## src/rtl/irf_pkg.sv

```systemverilog
package irf_pkg;
    localparam int NUM_ENT = 24;
    localparam int ENT_W   = $clog2(NUM_ENT);
    localparam int IDX_W   = 8;
    localparam int OFF_W   = 12;
    localparam int DW      = 32;
    localparam int EW      = 2 * DW;
    localparam int ID_W    = 4;
    localparam int ID_LSB  = 24;
    localparam int VEC_W   = 8;

    localparam logic [OFF_W-1:0] OFF_SEL    = 12'h000;
    localparam logic [OFF_W-1:0] OFF_WINDOW = 12'h010;
    localparam logic [OFF_W-1:0] OFF_EOI    = 12'h040;

    localparam logic [IDX_W-1:0] IDX_ID   = 8'h00;
    localparam logic [IDX_W-1:0] IDX_VER  = 8'h01;
    localparam logic [IDX_W-1:0] IDX_TBL  = 8'h10;

    localparam int B_DSTAT = 12;
    localparam int B_INSVC = 14;
    localparam int B_LEVEL = 15;
    localparam int B_MASK  = 16;

    localparam logic [VEC_W-1:0] VERSION_CODE = 8'h20;
    localparam logic [DW-1:0] VER_WORD =
        DW'(VERSION_CODE) | (DW'(NUM_ENT - 1) << 16);

    typedef logic [EW-1:0] entry_t;

    typedef enum logic [1:0] {
        WIN_NONE,
        WIN_ID,
        WIN_VER,
        WIN_ENT
    } win_kind_e;

    typedef struct packed {
        logic [IDX_W-1:0]   sel;
        logic [ID_W-1:0]    id;
        logic               rd_valid;
        logic [DW-1:0]      rd_data;
        logic               route_chg;
        logic               eoi_done;
        logic [NUM_ENT-1:0] eoi_pend;
    } top_state_t;
endpackage

```

## src/rtl/irf_decode.sv

```systemverilog
module irf_decode
    import irf_pkg::*;
(
    input  logic [OFF_W-1:0] offset,
    input  logic [IDX_W-1:0] sel,
    output logic             hit_sel,
    output logic             hit_window,
    output logic             hit_eoi,
    output win_kind_e        kind,
    output logic [ENT_W-1:0] ent_idx,
    output logic             ent_hi
);
    logic [IDX_W-1:0] rel;
    logic [IDX_W-2:0] pair;

    always_comb begin
        hit_sel    = (offset == OFF_SEL);
        hit_window = (offset == OFF_WINDOW);
        hit_eoi    = (offset == OFF_EOI);

        rel     = sel - IDX_TBL;
        pair    = rel[IDX_W-1:1];
        ent_hi  = rel[0];
        ent_idx = pair[ENT_W-1:0];

        if (sel == IDX_ID) begin
            kind = WIN_ID;
        end else if (sel == IDX_VER) begin
            kind = WIN_VER;
        end else if (sel >= IDX_TBL && pair < (IDX_W-1)'(NUM_ENT)) begin
            kind = WIN_ENT;
        end else begin
            kind = WIN_NONE;
        end
    end
endmodule

```

## src/rtl/irf_entry.sv

```systemverilog
module irf_entry
    import irf_pkg::*;
(
    input  logic          clk,
    input  logic          rst_n,
    input  logic          wr_lo,
    input  logic          wr_hi,
    input  logic [DW-1:0] wdata,
    input  logic          insvc_set,
    input  logic          insvc_clr,
    output entry_t        entry
);
    localparam entry_t RESET_VAL = entry_t'(1) << B_MASK;

    entry_t entry_d, entry_q;

    always_comb begin
        entry_d = entry_q;
        if (wr_lo) entry_d[DW-1:0]  = wdata;
        if (wr_hi) entry_d[EW-1:DW] = wdata;
        // hardware-owned status bits survive any software write
        entry_d[B_DSTAT] = entry_q[B_DSTAT];
        entry_d[B_INSVC] = entry_q[B_INSVC];
        if (insvc_clr) entry_d[B_INSVC] = 1'b0;
        if (insvc_set && entry_q[B_LEVEL]) entry_d[B_INSVC] = 1'b1;
    end

    always_ff @(posedge clk) begin
        if (!rst_n) entry_q <= RESET_VAL;
        else        entry_q <= entry_d;
    end

    assign entry = entry_q;
endmodule

```

## src/rtl/irf_eoi_scan.sv

```systemverilog
module irf_eoi_scan
    import irf_pkg::*;
(
    input  logic                       eoi_go,
    input  logic [VEC_W-1:0]           vector,
    input  logic [NUM_ENT-1:0][EW-1:0] tbl,
    output logic [NUM_ENT-1:0]         clr,
    output logic [NUM_ENT-1:0]         pend
);
    for (genvar i = 0; i < NUM_ENT; i++) begin : g_scan
        logic hit;
        always_comb begin
            hit = (tbl[i][VEC_W-1:0] == vector) && tbl[i][B_LEVEL] && tbl[i][B_INSVC];
            clr[i]  = eoi_go && hit;
            pend[i] = eoi_go && hit && !tbl[i][B_MASK];
        end
    end
endmodule

```

## src/rtl/intr_route_regfile.sv

```systemverilog
module intr_route_regfile
    import irf_pkg::*;
(
    input  logic               clk,
    input  logic               rst_n,
    input  logic               req_valid,
    input  logic               req_write,
    input  logic [OFF_W-1:0]   req_offset,
    input  logic [DW-1:0]      req_wdata,
    output logic               rd_valid,
    output logic [DW-1:0]      rd_data,
    output logic               route_change,
    input  logic               irr_set_valid,
    input  logic [ENT_W-1:0]   irr_set_pin,
    output logic               eoi_done,
    output logic [NUM_ENT-1:0] eoi_pending,
    input  logic [ENT_W-1:0]   tbl_pin,
    output logic [EW-1:0]      tbl_entry
);
    top_state_t s_d, s_q;

    logic               hit_sel, hit_window, hit_eoi, ent_hi;
    win_kind_e          kind;
    logic [ENT_W-1:0]   ent_idx;
    logic [NUM_ENT-1:0][EW-1:0] ent_tbl;
    logic [NUM_ENT-1:0] eoi_clr, eoi_pend;
    logic               wr_go, rd_go, ent_wr, eoi_go;
    logic [DW-1:0]      win_rdata;

    irf_decode u_dec (
        .offset     (req_offset),
        .sel        (s_q.sel),
        .hit_sel    (hit_sel),
        .hit_window (hit_window),
        .hit_eoi    (hit_eoi),
        .kind       (kind),
        .ent_idx    (ent_idx),
        .ent_hi     (ent_hi)
    );

    assign wr_go  = req_valid && req_write;
    assign rd_go  = req_valid && !req_write;
    assign ent_wr = wr_go && hit_window && (kind == WIN_ENT);
    assign eoi_go = wr_go && hit_eoi;

    for (genvar i = 0; i < NUM_ENT; i++) begin : g_ent
        logic wr_lo_i, wr_hi_i, set_i;
        assign wr_lo_i = ent_wr && (ent_idx == ENT_W'(i)) && !ent_hi;
        assign wr_hi_i = ent_wr && (ent_idx == ENT_W'(i)) && ent_hi;
        assign set_i   = irr_set_valid && (irr_set_pin == ENT_W'(i));
        irf_entry u_ent (
            .clk       (clk),
            .rst_n     (rst_n),
            .wr_lo     (wr_lo_i),
            .wr_hi     (wr_hi_i),
            .wdata     (req_wdata),
            .insvc_set (set_i),
            .insvc_clr (eoi_clr[i]),
            .entry     (ent_tbl[i])
        );
    end

    irf_eoi_scan u_scan (
        .eoi_go (eoi_go),
        .vector (req_wdata[VEC_W-1:0]),
        .tbl    (ent_tbl),
        .clr    (eoi_clr),
        .pend   (eoi_pend)
    );

    always_comb begin
        unique case (kind)
            WIN_ID:  win_rdata = DW'(s_q.id) << ID_LSB;
            WIN_VER: win_rdata = VER_WORD;
            WIN_ENT: win_rdata = ent_hi ? ent_tbl[ent_idx][EW-1:DW]
                                        : ent_tbl[ent_idx][DW-1:0];
            default: win_rdata = '0;
        endcase
    end

    always_comb begin
        s_d           = s_q;
        s_d.rd_valid  = 1'b0;
        s_d.rd_data   = '0;
        s_d.route_chg = 1'b0;
        s_d.eoi_done  = 1'b0;
        s_d.eoi_pend  = '0;
        if (rd_go) begin
            s_d.rd_valid = 1'b1;
            if (hit_sel)         s_d.rd_data = DW'(s_q.sel);
            else if (hit_window) s_d.rd_data = win_rdata;
        end
        if (wr_go) begin
            if (hit_sel) s_d.sel = req_wdata[IDX_W-1:0];
            if (hit_window && kind == WIN_ID)
                s_d.id = req_wdata[ID_LSB +: ID_W];
            if (ent_wr) s_d.route_chg = 1'b1;
            if (eoi_go) begin
                s_d.eoi_done = 1'b1;
                s_d.eoi_pend = eoi_pend;
            end
        end
    end

    always_ff @(posedge clk) begin
        if (!rst_n) s_q <= '0;
        else        s_q <= s_d;
    end

    assign rd_valid     = s_q.rd_valid;
    assign rd_data      = s_q.rd_data;
    assign route_change = s_q.route_chg;
    assign eoi_done     = s_q.eoi_done;
    assign eoi_pending  = s_q.eoi_pend;
    assign tbl_entry    = (tbl_pin < ENT_W'(NUM_ENT)) ? ent_tbl[tbl_pin] : '0;
endmodule

```

## config.mk

```make
export PLATFORM = sky130hd
export DESIGN_NAME = intr_route_regfile
export DESIGN_NICKNAME = d
export VERILOG_FILES = /design/src/rtl/irf_pkg.sv /design/src/rtl/irf_decode.sv /design/src/rtl/irf_entry.sv /design/src/rtl/irf_eoi_scan.sv /design/src/rtl/intr_route_regfile.sv
export SDC_FILE = /design/constraint.sdc
export NUM_CORES = 2
export LEC_CHECK = 0
export ABC_CLOCK_PERIOD_IN_PS = 3950
export BUFFER_PORTS_ARGS = -buffer_cell sky130_fd_sc_hd__buf_4
export CORE_ASPECT_RATIO = 2
export CORE_MARGIN = 2
export CORE_UTILIZATION = 25
export CTS_CLUSTER_SIZE = 25
export DETAILED_ROUTE_END_ITERATION = 10
export MAX_ROUTING_LAYER = met4
export PLACE_DENSITY_LB_ADDON = 0.1
export SLEW_MARGIN = 10
export SYNTH_ARGS = -nofsm -noshare
export SYNTH_HDL_FRONTEND = slang
export SYNTH_SLANG_ARGS = --single-unit
```

## constraint.sdc

```tcl
create_clock -name clk -period 3.95 [get_ports clk]
set_clock_uncertainty 0.05 [all_clocks]
set_input_delay 0.79 -clock clk [delete_from_list [all_inputs] [get_ports clk]]
set_output_delay 0.79 -clock clk [all_outputs]
set_load 0.03 [all_outputs]
```

==> flow_summary.json <==
{
  "outcome": "finished, final reports clean",
  "core_rows": 298,
  "cts_inserted_buffers": 183,
  "cp.required_ns": 3.11,
  "synth.yosys.seq_area_share_pct": 38.5,
  "synth.top_cell.area_share_pct": 38.5,
  "place_area_sq_um": 91800,
  "maximum_net_fanout_on_the_critical_path": 13,
  "yosys_warnings": 0,
  "drt_pre_antenna_iters": 6,
  "critical_path.startpoint_type": "input port",
  "clock_latency_on_the_worst_skew_pair_ns": 0.89,
  "fin_hold_ws_ns": 0.131,
  "layout_commonest_cell": "mux2i_1",
  "area_growth_syn_to_layout_pct": 19.2,
  "largest_family_of_logic_cells_by_synthesized_area": "multiplexers",
  "mappedNetlistArea_sq_um": 82300,
  "cts_max_path_buffers": 4,
  "drc_errors": 0,
  "placement.io_buffers": 180,
  "finalCriticalPeriod_ns": 3.93,
  "core_sq_um": 328000,
  "finalMaxSlewViolations": 0,
  "io_pins": 182,
  "post_cts_buffers": 0,
  "placer_congestion": 0.847,
  "synth_xor_xnor_area_share_pct": 2.04,
  "final.setup.tns_ns": 0,
  "viasPerCell": 5.08,
  "ys_ff_latch": 1583,
  "synth_edf_count": 0,
  "clock_tree_from_tritoncts": "done",
  "worst_pin_slew_ns": 1.15,
  "drive_above_1_share_pct": 25.9,
  "final_cell_mix": "mux2i_1, dfxtp_1, nand2_1",
  "dp_hpwl_um": 257000,
  "synth_cell_type_count": 65,
  "ys_dominant_reg_cell": "dfxtp_1",
  "grt_util_all_layers_pct": 22.8,
  "post_synth_inst_count": 7402,
  "fp.dieH_um": 815,
  "clk_pin_slew_ns": 0.06,
  "root_buffer": "clkbuf_16",
  "number_of_h_tree_levels": 4,
  "setup_repair_after_global_routing_missed_its_margin": "true",
  "fp.dieArea_sq_um": 334000,
  "hold_path_class": "input port to register",
  "synth.net_count": 7463,
  "grt_antenna_before_repair": 14,
  "global_route.overflow_total": 0,
  "post_synthesis_simple_gate_area_fraction_pct": 9.61,
  "dp.cells": 11600,
  "vdd_drop_max_v": 0.000340,
  "synth.top_cells.by_area": "dfxtp_1, mux4_2, mux2i_1, nand2_1, clkbuf_1",
  "cts.hold.buffers_added": 0,
  "detail-route-antenna-nets": 0,
  "dp_slack_ns": -0.255,
  "finish.utilization_pct": 29.9,
  "via_count_of_the_first_global_routing_pass": 61500,
  "largest_net_degree_at_the_start_of_global_routing": 190,
  "synthesis.area_per_instance_sq_um": 11.1,
  "hold_vio_cnt_final": 0,
  "grt_pass1_wl_um": 526000,
  "drc_violation_total_after_the_first_tritonroute_iteration": 4461,
  "chipWidth_um": 410,
  "drt_wl_total_um": 379000,
  "compound_gate_fraction_of_synth_area_pct": 2.44,
  "initial_utilization_pct": 25.1,
  "cap_viol_max_count": 0,
  "end_kind": "output port",
  "nNetsFinal": 7492,
  "critPathArrivalTime_ns": 3.09,
  "setup_ws_ns": 0.0172,
  "crit_type": "input port to output port",
  "post_layout_instance_area_sq_um": 98100,
  "synth_mux_area_share_pct": 42.7,
  "final_count_of_negative_setup_slack_endpoints": 0,
  "power_density_nw_per_um2": 366,
  "clock_sink_count": 1583,
  "final_standard_cell_count_with_taps_included_and_fillers_excluded": 11900,
  "max_slew_margin_vs_limit_pct": 23.4,
  "fmaxAchievable_mhz": 254,
  "synth-async-reset-ratio_pct": 0,
  "synth_area_leader_cell": "dfxtp_1",
  "vias": 60600,
  "min_period_over_period_pct": 99.6,
  "post_drt_wl_per_cell_um": 31.7,
  "post_synth_fa_ha_maj_area_fraction_pct": 0.0304,
  "total_leakage_power_nw": 38.5,
  "power_consumption_mw": 35.9
}
## registers in the layout, summed over array words and instances (netlist names)
| signal | flops |
|---|---|
| eoi_done | 1 |
| eoi_pending | 24 |
| g_ent.u_ent.entry | 1512 |
| rd_data | 32 |
| rd_valid | 1 |
| route_change | 1 |
| s_q | 12 |
## cells by family after synthesis
group	Yosys count
AOI/OAI and AO/OA	288
other	1
xor gates and xnor gates	192
muxes	2493
buffers and inverters	898
and+or+nand+nor	1945
DFF	1583
adders and majority gates	2
## final cells by class
type	count	area, sq um
flip-flops and latches	1583	31700
fillers	33400	230000
inverters	69	262
multi-input cells	4921	47600
diodes	8	20.0
clock inverters	56	726
clock buffers	264	5410
repair buffers	673	6990
well taps	4350	5440
## path summary, 6_finish.rpt
check	slack, ns	end	cells past startpoint	start
worst min-delay path	0.13	g_ent[12].u_ent.entry[9]	3	req_wdata[9]
worst min register to register	0.42	g_ent[19].u_ent.entry[57]	2	g_ent[19].u_ent.entry[57]
worst max register to register	0.40	rd_data[20]	7	s_q[68]
worst max-delay path	0.02	tbl_entry[58]	8	tbl_pin[0]
## Yosys cell counts, types with 4 or more instances
library cell	count
and2_1	4
nor3_1	38
clkbuf_1	475
nor2_1	151
dfxtp_1	1583
o211ai_1	6
mux4_2	812
buf_2	142
or3_1	6
nor2b_1	17
a2111oi_0	4
nor3b_1	4
o221ai_1	9
a31oi_1	7
or4_1	4
mux2i_1	1644
nand4_1	30
or2_2	4
a32o_1	9
a32oi_1	26
o21ai_0	22
nor4_1	42
o22ai_1	84
xor2_1	72
mux2_2	37
o2111ai_1	5
a211oi_1	18
a21oi_1	41
buf_4	68
xnor2_1	120
and3_1	28
a22oi_1	24
o31a_1	6
nand3_1	49
nand2b_1	14
nor4_2	6
a221oi_1	6
nand2_1	1540
buf_6	4
inv_1	67
buf_1	140
## metal layers
metal / part of all wire [%] / vias to the layer above / GRT usage, %
met3: 3.4 / 446 / 2.16
met2: 50 / 1379 / 38.6
li1: - / 26800 / -
met5: 0 / - / -
met4: 3.4 / 0 / 6.80
met1: 43 / 31900 / 28.7
## timing repair
action	4_1_cts	5_1_grt
pin swaps	0	0
setup endpoints to repair	16	6
gates resized for setup	11	7
gates cloned	2	0
## worst max-delay path: stages
cell and delay, ns:
buf_12 0.21, buf_12 0.24, buf_4 0.26, mux4_2 0.52
mux4_2 0.50, inv_1 0.14, o22ai_2 0.16, buf_4 0.23
## report_power, final
part,internal (mW),switching [mW]
logic,0.544,1.24
registers,16.0,0.000140
clock network,10.6,7.57
No activity file was read; power rests on OpenSTA's default activity.
